## config.mk

```make
export PLATFORM = sky130hd
export DESIGN_NAME = store_tagcheck_pipe
export DESIGN_NICKNAME = d
export VERILOG_FILES = /design/src/rtl/stp_pkg.sv /design/src/rtl/stp_ctrl.sv /design/src/rtl/stp_datapath.sv /design/src/rtl/store_tagcheck_pipe.sv
export SDC_FILE = /design/constraint.sdc
export NUM_CORES = 1
export LEC_CHECK = 0
export ABC_CLOCK_PERIOD_IN_PS = 4300
export BUFFER_PORTS_ARGS = -buffer_cell sky130_fd_sc_hd__buf_2
export CORE_MARGIN = 4
export CORE_UTILIZATION = 47
export DETAILED_ROUTE_END_ITERATION = 8
export GPL_ROUTABILITY_DRIVEN = 0
export PLACE_DENSITY = 0.64
export SLEW_MARGIN = 10
export SYNTH_ARGS = -nofsm -noshare
export SYNTH_HDL_FRONTEND = slang
export SYNTH_SLANG_ARGS = --single-unit
```

## constraint.sdc

```tcl
create_clock -name clk -period 4.3 [get_ports clk]
set_clock_uncertainty 0.15 [all_clocks]
set_input_delay 0.43 -clock clk [delete_from_list [all_inputs] [get_ports clk]]
set_output_delay 0.43 -clock clk [all_outputs]
set_load 0.005 [all_outputs]
```

## src/rtl/stp_pkg.sv

```systemverilog
package stp_pkg;

  // Strobes issued by the control toward the datapath for one cycle.
  typedef struct packed {
    logic bufPush;      // store hit: load request into the write buffer
    logic bufDrain;     // retire the held entry into the data array
    logic missCapture;  // register the request on the miss port
    logic fillLine;     // install returned word for a load miss
    logic rspHit;       // respond with merged array/buffer word
    logic rspFill;      // respond with returned word
  } ctlStrobes_t;

endpackage

```

## src/rtl/stp_ctrl.sv

```systemverilog
module stp_ctrl
  import stp_pkg::*;
(
  input  logic        clk,
  input  logic        rst,
  input  logic        reqValid,
  input  logic        reqWrite,
  input  logic        lookupHit,
  input  logic        bufValid,
  input  logic        missAck,
  output logic        missPending,
  output logic        reqReady,
  output ctlStrobes_t ctl
);

  logic missIsLoad;
  logic accept;

  assign accept   = reqValid && !missPending;
  assign reqReady = !missPending;

  always_comb begin
    ctl = '0;
    if (missPending) begin
      if (missAck) begin
        ctl.fillLine = missIsLoad;
        ctl.rspFill  = missIsLoad;
      end
    end else if (accept) begin
      if (lookupHit) begin
        if (reqWrite) begin
          ctl.bufPush  = 1'b1;
          ctl.bufDrain = bufValid;
        end else begin
          ctl.rspHit = 1'b1;
        end
      end else begin
        ctl.missCapture = 1'b1;
        ctl.bufDrain    = bufValid;
      end
    end
  end

  always_ff @(posedge clk) begin
    if (rst) begin
      missPending <= 1'b0;
      missIsLoad  <= 1'b0;
    end else if (ctl.missCapture) begin
      missPending <= 1'b1;
      missIsLoad  <= !reqWrite;
    end else if (missPending && missAck) begin
      missPending <= 1'b0;
    end
  end

endmodule

```

## src/rtl/stp_datapath.sv

```systemverilog
module stp_datapath
  import stp_pkg::*;
#(
  parameter int ADDR_W = 12,
  parameter int DATA_W = 32,
  parameter int LINES  = 16
) (
  input  logic                clk,
  input  logic                rst,
  input  ctlStrobes_t         ctl,
  input  logic                missBusy,
  input  logic [ADDR_W-1:0]   reqAddr,
  input  logic                reqWrite,
  input  logic [DATA_W-1:0]   reqWdata,
  input  logic [DATA_W/8-1:0] reqBe,
  input  logic [DATA_W-1:0]   missData,
  output logic                lookupHit,
  output logic                bufValid,
  output logic                rspValid,
  output logic [DATA_W-1:0]   rspData,
  output logic                missWrite,
  output logic [ADDR_W-1:0]   missAddr,
  output logic [DATA_W-1:0]   missWdata,
  output logic [DATA_W/8-1:0] missBe
);

  localparam int IDX_W = $clog2(LINES);
  localparam int TAG_W = ADDR_W - IDX_W;
  localparam int BYTES = DATA_W / 8;

  logic [LINES-1:0]  lineValid;
  logic [TAG_W-1:0]  lineTag [LINES];
  logic [DATA_W-1:0] dataArr [LINES];

  logic [ADDR_W-1:0] bufAddr;
  logic [DATA_W-1:0] bufData;
  logic [BYTES-1:0]  bufBe;

  logic [IDX_W-1:0]  reqIdx, bufIdx, missIdx;
  logic [TAG_W-1:0]  reqTag, bufTag, missTag;
  logic              bufMatch;
  logic [DATA_W-1:0] loadWord, drainWord;

  assign reqIdx  = reqAddr[IDX_W-1:0];
  assign reqTag  = reqAddr[ADDR_W-1:IDX_W];
  assign bufIdx  = bufAddr[IDX_W-1:0];
  assign bufTag  = bufAddr[ADDR_W-1:IDX_W];
  assign missIdx = missAddr[IDX_W-1:0];
  assign missTag = missAddr[ADDR_W-1:IDX_W];

  assign lookupHit = lineValid[reqIdx] && (lineTag[reqIdx] == reqTag);
  assign bufMatch  = bufValid && (bufAddr == reqAddr);

  // Load forwarding and retirement merge, byte by byte.
  always_comb begin
    for (int b = 0; b < BYTES; b++) begin
      loadWord[b*8 +: 8]  = (bufMatch && bufBe[b]) ? bufData[b*8 +: 8]
                                                    : dataArr[reqIdx][b*8 +: 8];
      drainWord[b*8 +: 8] = bufBe[b] ? bufData[b*8 +: 8]
                                     : dataArr[bufIdx][b*8 +: 8];
    end
  end

  // Arrays without reset: contents qualified by lineValid.
  always_ff @(posedge clk) begin
    if (ctl.bufDrain) begin
      dataArr[bufIdx] <= drainWord;
    end else if (ctl.fillLine) begin
      dataArr[missIdx] <= missData;
      lineTag[missIdx] <= missTag;
    end
  end

  always_ff @(posedge clk) begin
    if (rst) begin
      lineValid <= '0;
      bufValid  <= 1'b0;
      bufAddr   <= '0;
      bufData   <= '0;
      bufBe     <= '0;
      rspValid  <= 1'b0;
      rspData   <= '0;
      missWrite <= 1'b0;
      missAddr  <= '0;
      missWdata <= '0;
      missBe    <= '0;
    end else begin
      if (ctl.bufPush) begin
        bufValid <= 1'b1;
        bufAddr  <= reqAddr;
        bufData  <= reqWdata;
        bufBe    <= reqBe;
      end else if (ctl.bufDrain) begin
        bufValid <= 1'b0;
      end
      if (ctl.fillLine) lineValid[missIdx] <= 1'b1;
      rspValid <= ctl.rspHit || ctl.rspFill;
      if (ctl.rspHit)       rspData <= loadWord;
      else if (ctl.rspFill) rspData <= missData;
      if (ctl.missCapture) begin
        missWrite <= reqWrite;
        missAddr  <= reqAddr;
        missWdata <= reqWdata;
        missBe    <= reqBe;
      end
    end
  end

  // A held store always targets a present line with its own tag.
  assert_buf_in_line_R5: assert property (@(posedge clk) disable iff (rst)
    bufValid |-> (lineValid[bufIdx] && (lineTag[bufIdx] == bufTag)));

  // Write pipeline is empty while a miss is outstanding.
  assert_pipe_empty_in_miss_R8: assert property (@(posedge clk) disable iff (rst)
    missBusy |-> !bufValid);

endmodule

```

## src/rtl/store_tagcheck_pipe.sv

```systemverilog
module store_tagcheck_pipe
  import stp_pkg::*;
#(
  parameter int ADDR_W = 12,
  parameter int DATA_W = 32,
  parameter int LINES  = 16
) (
  input  logic                clk,
  input  logic                rst,
  input  logic                reqValid,
  input  logic                reqWrite,
  input  logic [ADDR_W-1:0]   reqAddr,
  input  logic [DATA_W-1:0]   reqWdata,
  input  logic [DATA_W/8-1:0] reqBe,
  output logic                reqReady,
  output logic                rspValid,
  output logic [DATA_W-1:0]   rspData,
  output logic                missValid,
  output logic                missWrite,
  output logic [ADDR_W-1:0]   missAddr,
  output logic [DATA_W-1:0]   missWdata,
  output logic [DATA_W/8-1:0] missBe,
  input  logic                missAck,
  input  logic [DATA_W-1:0]   missData
);

  ctlStrobes_t ctl;
  logic        lookupHit;
  logic        bufValid;

  stp_ctrl u_ctrl (
    .clk        (clk),
    .rst        (rst),
    .reqValid   (reqValid),
    .reqWrite   (reqWrite),
    .lookupHit  (lookupHit),
    .bufValid   (bufValid),
    .missAck    (missAck),
    .missPending(missValid),
    .reqReady   (reqReady),
    .ctl        (ctl)
  );

  stp_datapath #(
    .ADDR_W(ADDR_W),
    .DATA_W(DATA_W),
    .LINES (LINES)
  ) u_dp (
    .clk      (clk),
    .rst      (rst),
    .ctl      (ctl),
    .missBusy (missValid),
    .reqAddr  (reqAddr),
    .reqWrite (reqWrite),
    .reqWdata (reqWdata),
    .reqBe    (reqBe),
    .missData (missData),
    .lookupHit(lookupHit),
    .bufValid (bufValid),
    .rspValid (rspValid),
    .rspData  (rspData),
    .missWrite(missWrite),
    .missAddr (missAddr),
    .missWdata(missWdata),
    .missBe   (missBe)
  );

  // Miss request holds its contents until acknowledged.
  assert_miss_held_R6: assert property (@(posedge clk) disable iff (rst)
    (missValid && !missAck) |=> (missValid && $stable(missAddr) &&
                                 $stable(missWrite) && $stable(missWdata)));

  // Stores never answer on the response port.
  assert_store_silent_R11: assert property (@(posedge clk) disable iff (rst)
    $past(!rst && reqValid && reqReady && reqWrite) |-> !rspValid);

  // A response follows an accepted load or an acknowledged miss.
  assert_rsp_cause_R3: assert property (@(posedge clk) disable iff (rst)
    rspValid |-> ($past(reqValid && reqReady && !reqWrite) ||
                  $past(missValid && missAck)));

endmodule

```

# Yosys cells after proc, flatten, opt, wreduce, memory -nomap -nowiden
# Memory sizes are Yosys's and may differ from the RTL's.
# Index checks and enable logic that the tools add are counted.
# classes
n_lt_le_gt_ge	3
n_eq_ne	6
n_mux	38
bitwise	1
reduce_logical	20
# op_table
cell	count
$mux 32	3
$mux 8	8
$reduce_or 32->1	1
$mux 1	20
$or 16x16->16	1
$eq 12x12->1	1
$lt 4x5->1 const B	2
$logic_and 1x1->1	9
$eq 8x8->1	1
$mux 4	2
$reduce_and 2->1	4
$mux 3	2
$reduce_bool 2->1	3
$bmux 1 s4	1
$demux 1 s4	1
$ge 4x1->1 const B	1
$ne 1x1->1 const B	4
$logic_not 1->1	2
$mux 2	1
$logic_or 1x1->1	1
# word_totals
regBits	149
ramBits	640
inputBits	85
output_inout_bits	84
n_memories	2
# memory_table
memory	words	width	read_ports	rd_ports_with_merged_regs	wr	line_no	text
u_dp.dataArr	16	32	1	0	1	stp_datapath.sv:33	logic [DATA_W-1:0] dataArr [LINES];
u_dp.lineTag	16	8	1	0	1	stp_datapath.sv:32	logic [TAG_W-1:0] lineTag [LINES];

# Logic depth before layout (Yosys ltp)
# depth
ltp_word	10
depth_mapped	14

# By module
# From an unflattened synthesis, not the netlist that was laid out.
# unflattened
hier_cells	1744
hier_area_um2	31226.2
# modules_own_cells
mod	instances	cells_per_inst	area_each_um2	seq_area_each_um2
stp_datapath	1	1726	31079.8	22161.3
stp_ctrl	1	18	146.4	40.0

# Least setup slack after synthesis
# Ideal clock, no wire load.
# synth_timing
path_kind	input-to-reg
startpoint	input port reqAddr[0]
endpoint	memory u_dp.dataArr[10][0], enable pin
arrival_ps	3221
t_required_ps	3842
path_slack_ps	622
cell_stages	12
n_path_buf	5
cell_sequence	buf_2 > buf_6 > buf_6 > buf_2 > mux4_2 > mux2i_1 > mux2i_1 > xnor2_1 > nand3_2 > o311ai_2 > buf_2 > a21oi_1
# synth_via
elab_chain_len	10
word_cells_on_any_way	16
# synth_rtl
element	line_no	text
from (decl)	store_tagcheck_pipe.sv:12	input logic [ADDR_W-1:0] reqAddr,
$mem_v2 16x8 or $bmux 1 s4 (tied branches)	n/a	
$eq 8x8->1 or $mux 1 (tied branches)	stp_datapath.sv:51	assign lookupHit = lineValid[reqIdx] && (lineTag[reqIdx] == reqTag);
$logic_and 1x1->1 *	stp_datapath.sv:51	
$mux 1 *	stp_ctrl.sv:30	if (lookupHit) begin
$mux 3 *	stp_ctrl.sv:29	end else if (accept) begin
$mux 3 *	stp_ctrl.sv:24	if (missPending) begin
$mux 1	stp_datapath.sv:66	if (ctl.bufDrain) begin
$mux 1 (on tied branches)	stp_datapath.sv:69, stp_datapath.sv:67	
$reduce_or 32->1 (no source line) or $reduce_and 2->1 (tied branches)	n/a	
$mux 4 (no source line)	n/a	
to (decl)	stp_datapath.sv:33	
# Every way passes the cells marked *; elsewhere a longest branch is shown, timed or not. The select of a mux whose other input is x is not followed.

# Worst setup path in the final report
# layout_timing
startpoint	memory u_dp.lineTag[13][3] (netlist bit)
endpoint	register u_dp.rspData[5]
# layout_via
elab_chain_len	7
word_cells_on_any_way	8
# layout_rtl
element	line_no	text
from (decl)	stp_datapath.sv:32	
$mem_v2 16x8 *	n/a	
$eq 8x8->1 *	stp_datapath.sv:51	
$logic_and 1x1->1 *	stp_datapath.sv:51	
$mux 1 *	stp_ctrl.sv:30	
$mux 1 *	stp_ctrl.sv:29	
$mux 1 *	stp_ctrl.sv:24	
$mux 32 or $reduce_bool 2->1 (tied branches)	n/a	
to (signal assigned)	stp_datapath.sv:98	if (ctl.rspHit) rspData <= loadWord;
to (signal assigned)	stp_datapath.sv:99	else if (ctl.rspFill) rspData <= missData;
to (decl)	stp_datapath.sv:20	output logic [DATA_W-1:0] rspData,
# Every way passes the cells marked *; elsewhere a longest branch is shown, timed or not.
# A chain may end at the register's enable or synchronous reset.

==> reports/results.ini <==
[yosys]
ys_ff_latch = 789
async_flop_share = 0
synth_edf_count = 640
syn-cell-area_mm2 = 0.03263
syn_inst = 2121
yosys.cell_types.count = 41
yosys-top-cells-area = edfxtp_1 (59%), mux4_2 (13%), dfxtp_1 (9.1%)
synth.net_count = 2206
yosysTopAreaCellShare = 0.5889
synth_top_flop_cell = edfxtp_1
ys_seq_area_frac = 0.6803
syn_avg_cell_area_um2 = 15.39
synth.yosys.warnings = 0
synth_top_cell_by_area = edfxtp_1

[status]
status = complete, no violations

[cells_and_area]
area_growth_pct = 16.01
n_fill_cell = 5449
drive_above_1_share = 0.2534
multi_input_area_mm2 = 0.009807
fin_nets = 2413
final_cell_mix = edfxtp_1 (640), nand2_1 (298), mux4_2 (193), buf_2 (164), dfxtp_1 (149)
stdcell_area_mm2 = 0.03786
antenna_cells = 0
post-route-util = 0.5510
seq_area_mm2 = 0.02220
layout_commonest_cell = edfxtp_1

[timing]
tightest_slew_ns = 1.335
drv_slew = 0
final-hold-violation-count = 0
finalSetupViolations = 0
tns_ns = 0
period_minus_slack_ns = 3.908
max_slew_margin = 0.1101
setup_ws_ns = 0.3918
rsz0062_at_grt = no
fmax_mhz = 255.9
timing.final.crit_share = 0.9089

[floorplan]
core_mm2 = 0.06871
ios = 169
die_area_mm2 = 0.07371
die_y_um = 271.5
core.rowCount = 96
start_util = 0.4750
die_w_um = 271.5

[detailed_routing]
wire_per_inst_um = 25.47
ant_nets = 0
routed_via_density = 5.916
first_pass_iters = 5
routed_wl_um = 84710
drc = 0
vias = 19680
drt_iter0_drc = 2311

[power]
ir_drop_uv = 317.1
p_per_area_mw_per_mm2 = 437.6
power.leakage_nw = 12.44

[clock_network]
cts.sinks = 789
clockBufferDepth = 3
cts.reportedPaths.clkPinSlew_ns = 0.06
cts_buffers = 83
htreeDepth = 3
cts_setup_buffers = 0
clkLatencyLatePin_ns = 0.64
cts_root_buf = clkbuf_16
cts_tree = built

[global_route]
antenna_found_initial = 0
grt_pass1_wl_um = 126300
overflow = 0
met1_usage = 0.3189
met3_usage = 0.05869
grt_busiest_layer = met2
grt_max_degree = 100
grt_usage = 0.2272
grt_pass1_vias = 19720
grt_use_met2 = 0.3566

[setup_path]
crit_arrival_ns = 4.26
endpoint_kind = register
cp_max_fo = 18
cp.required_ns = 4.66
crit_type = register to register
crit_path_start_kind = register

[job]
maxCapViolCount = 0

[placement]
hpwl_um = 55530
port_buffers = 168
pre_cts_slack_ns = -0.2347
dpl-instance-area_mm2 = 0.03470

[min_path]
hp-class = input pin to register

power by group:
part | total, mW | internal (mW) | switching [mW]
clock network | 7.37 | 4.40 | 2.97
logic | 0.852 | 0.374 | 0.478
registers | 8.35 | 8.27 | 0.0831
total | 16.6 | 13.0 | 3.53
final timing paths:
check	depth (start not counted)	start	slack, ns	end
worst max-delay path	9	u_dp.lineTag[13][3]	0.39	u_dp.rspData[5]
worst min-delay path	3	reqWdata[23]	0.04	u_dp.bufData[23]
worst max register to register	9	u_dp.lineTag[13][3]	0.39	u_dp.rspData[5]
worst min register to register	2	u_dp.lineValid[11]	0.32	u_dp.lineValid[11]
layer usage:
layer / part of all wire / up-vias
li1: - / 8562
met1: 0.41 / 10010
met2: 0.47 / 953
met3: 0.096 / 149
met4: 0.024 / 0
met5: 0 / -
layout make-up:
cell class | instances | area share
Clock buffer | 104 | 0.05968
Tap cell | 931 | 0.03077
Inverter | 6 | 0.0006279
Multi-Input combinational cell | 1173 | 0.2590
Timing Repair Buffer | 275 | 0.04888
Sequential cell | 789 | 0.5864
Clock inverter | 48 | 0.01461
repair_timing:
item,in CTS,in global routing
resized for setup,0,0
hold endpoints to repair,34,0
hold buffers,34,0
setup endpoints to repair,0,0
state kept, by name, summed over array words and instances, names as in the netlist, 4 cells and up:
signal / cells
u_dp.missBe: 4
u_dp.lineTag: 128
u_dp.bufAddr: 12
u_dp.missAddr: 12
u_dp.rspData: 32
u_dp.bufBe: 4
u_dp.bufData: 32
u_dp.missWdata: 32
u_dp.dataArr: 512
u_dp.lineValid: 16
synth_stat cells, types with 7 or more instances:
library cell / count
dfxtp_1: 149
a22oi_1: 53
mux4_2: 193
o21ai_0: 34
a21oi_1: 136
buf_2: 33
buf_1: 24
clkbuf_1: 88
nand2_1: 299
xnor2_1: 13
nand3_1: 137
edfxtp_1: 640
nor2b_1: 57
mux2_2: 30
nand3b_1: 7
nor2_1: 89
mux2i_1: 69
worst max-delay path, stage by stage, from the launching register on:
cell      delay [ns]
edfxtp_1        0.38
mux4_2          0.47
mux2i_1         0.19
xor2_1          0.19
a21boi_0        0.20
or4_2           0.87
buf_4           0.22
nor4_4          0.29
buf_4           0.41
mux2_2          0.38
through the flow:
step | instances | hold slack [ns] | power, mW
4_1_cts | 3326 | 0.004038 | 16.68
2_1_floorplan | 2121 | 0.2848 | 9.016
3_5_place_dp | 3140 | 0.3073 | 9.336
3_3_place_gp | 3140 | 0.2950 | 9.317
6_report | 3326 | 0.03707 | 16.57
5_1_grt | 3326 | 0.03101 | 17.08
logic make-up (layout without fill, tap and decap cells):
group,count (synthesis),after routing,synth area share
AOI/OAI and AO/OA,241,241,0.04355
xor gates and xnor gates,18,18,0.004831
and+or+nand+nor,620,620,0.08485
muxes,294,294,0.1654
buffers and inverters,159,433,0.02105
DFF,789,789,0.6803
Power figures use the tool's default switching activity.
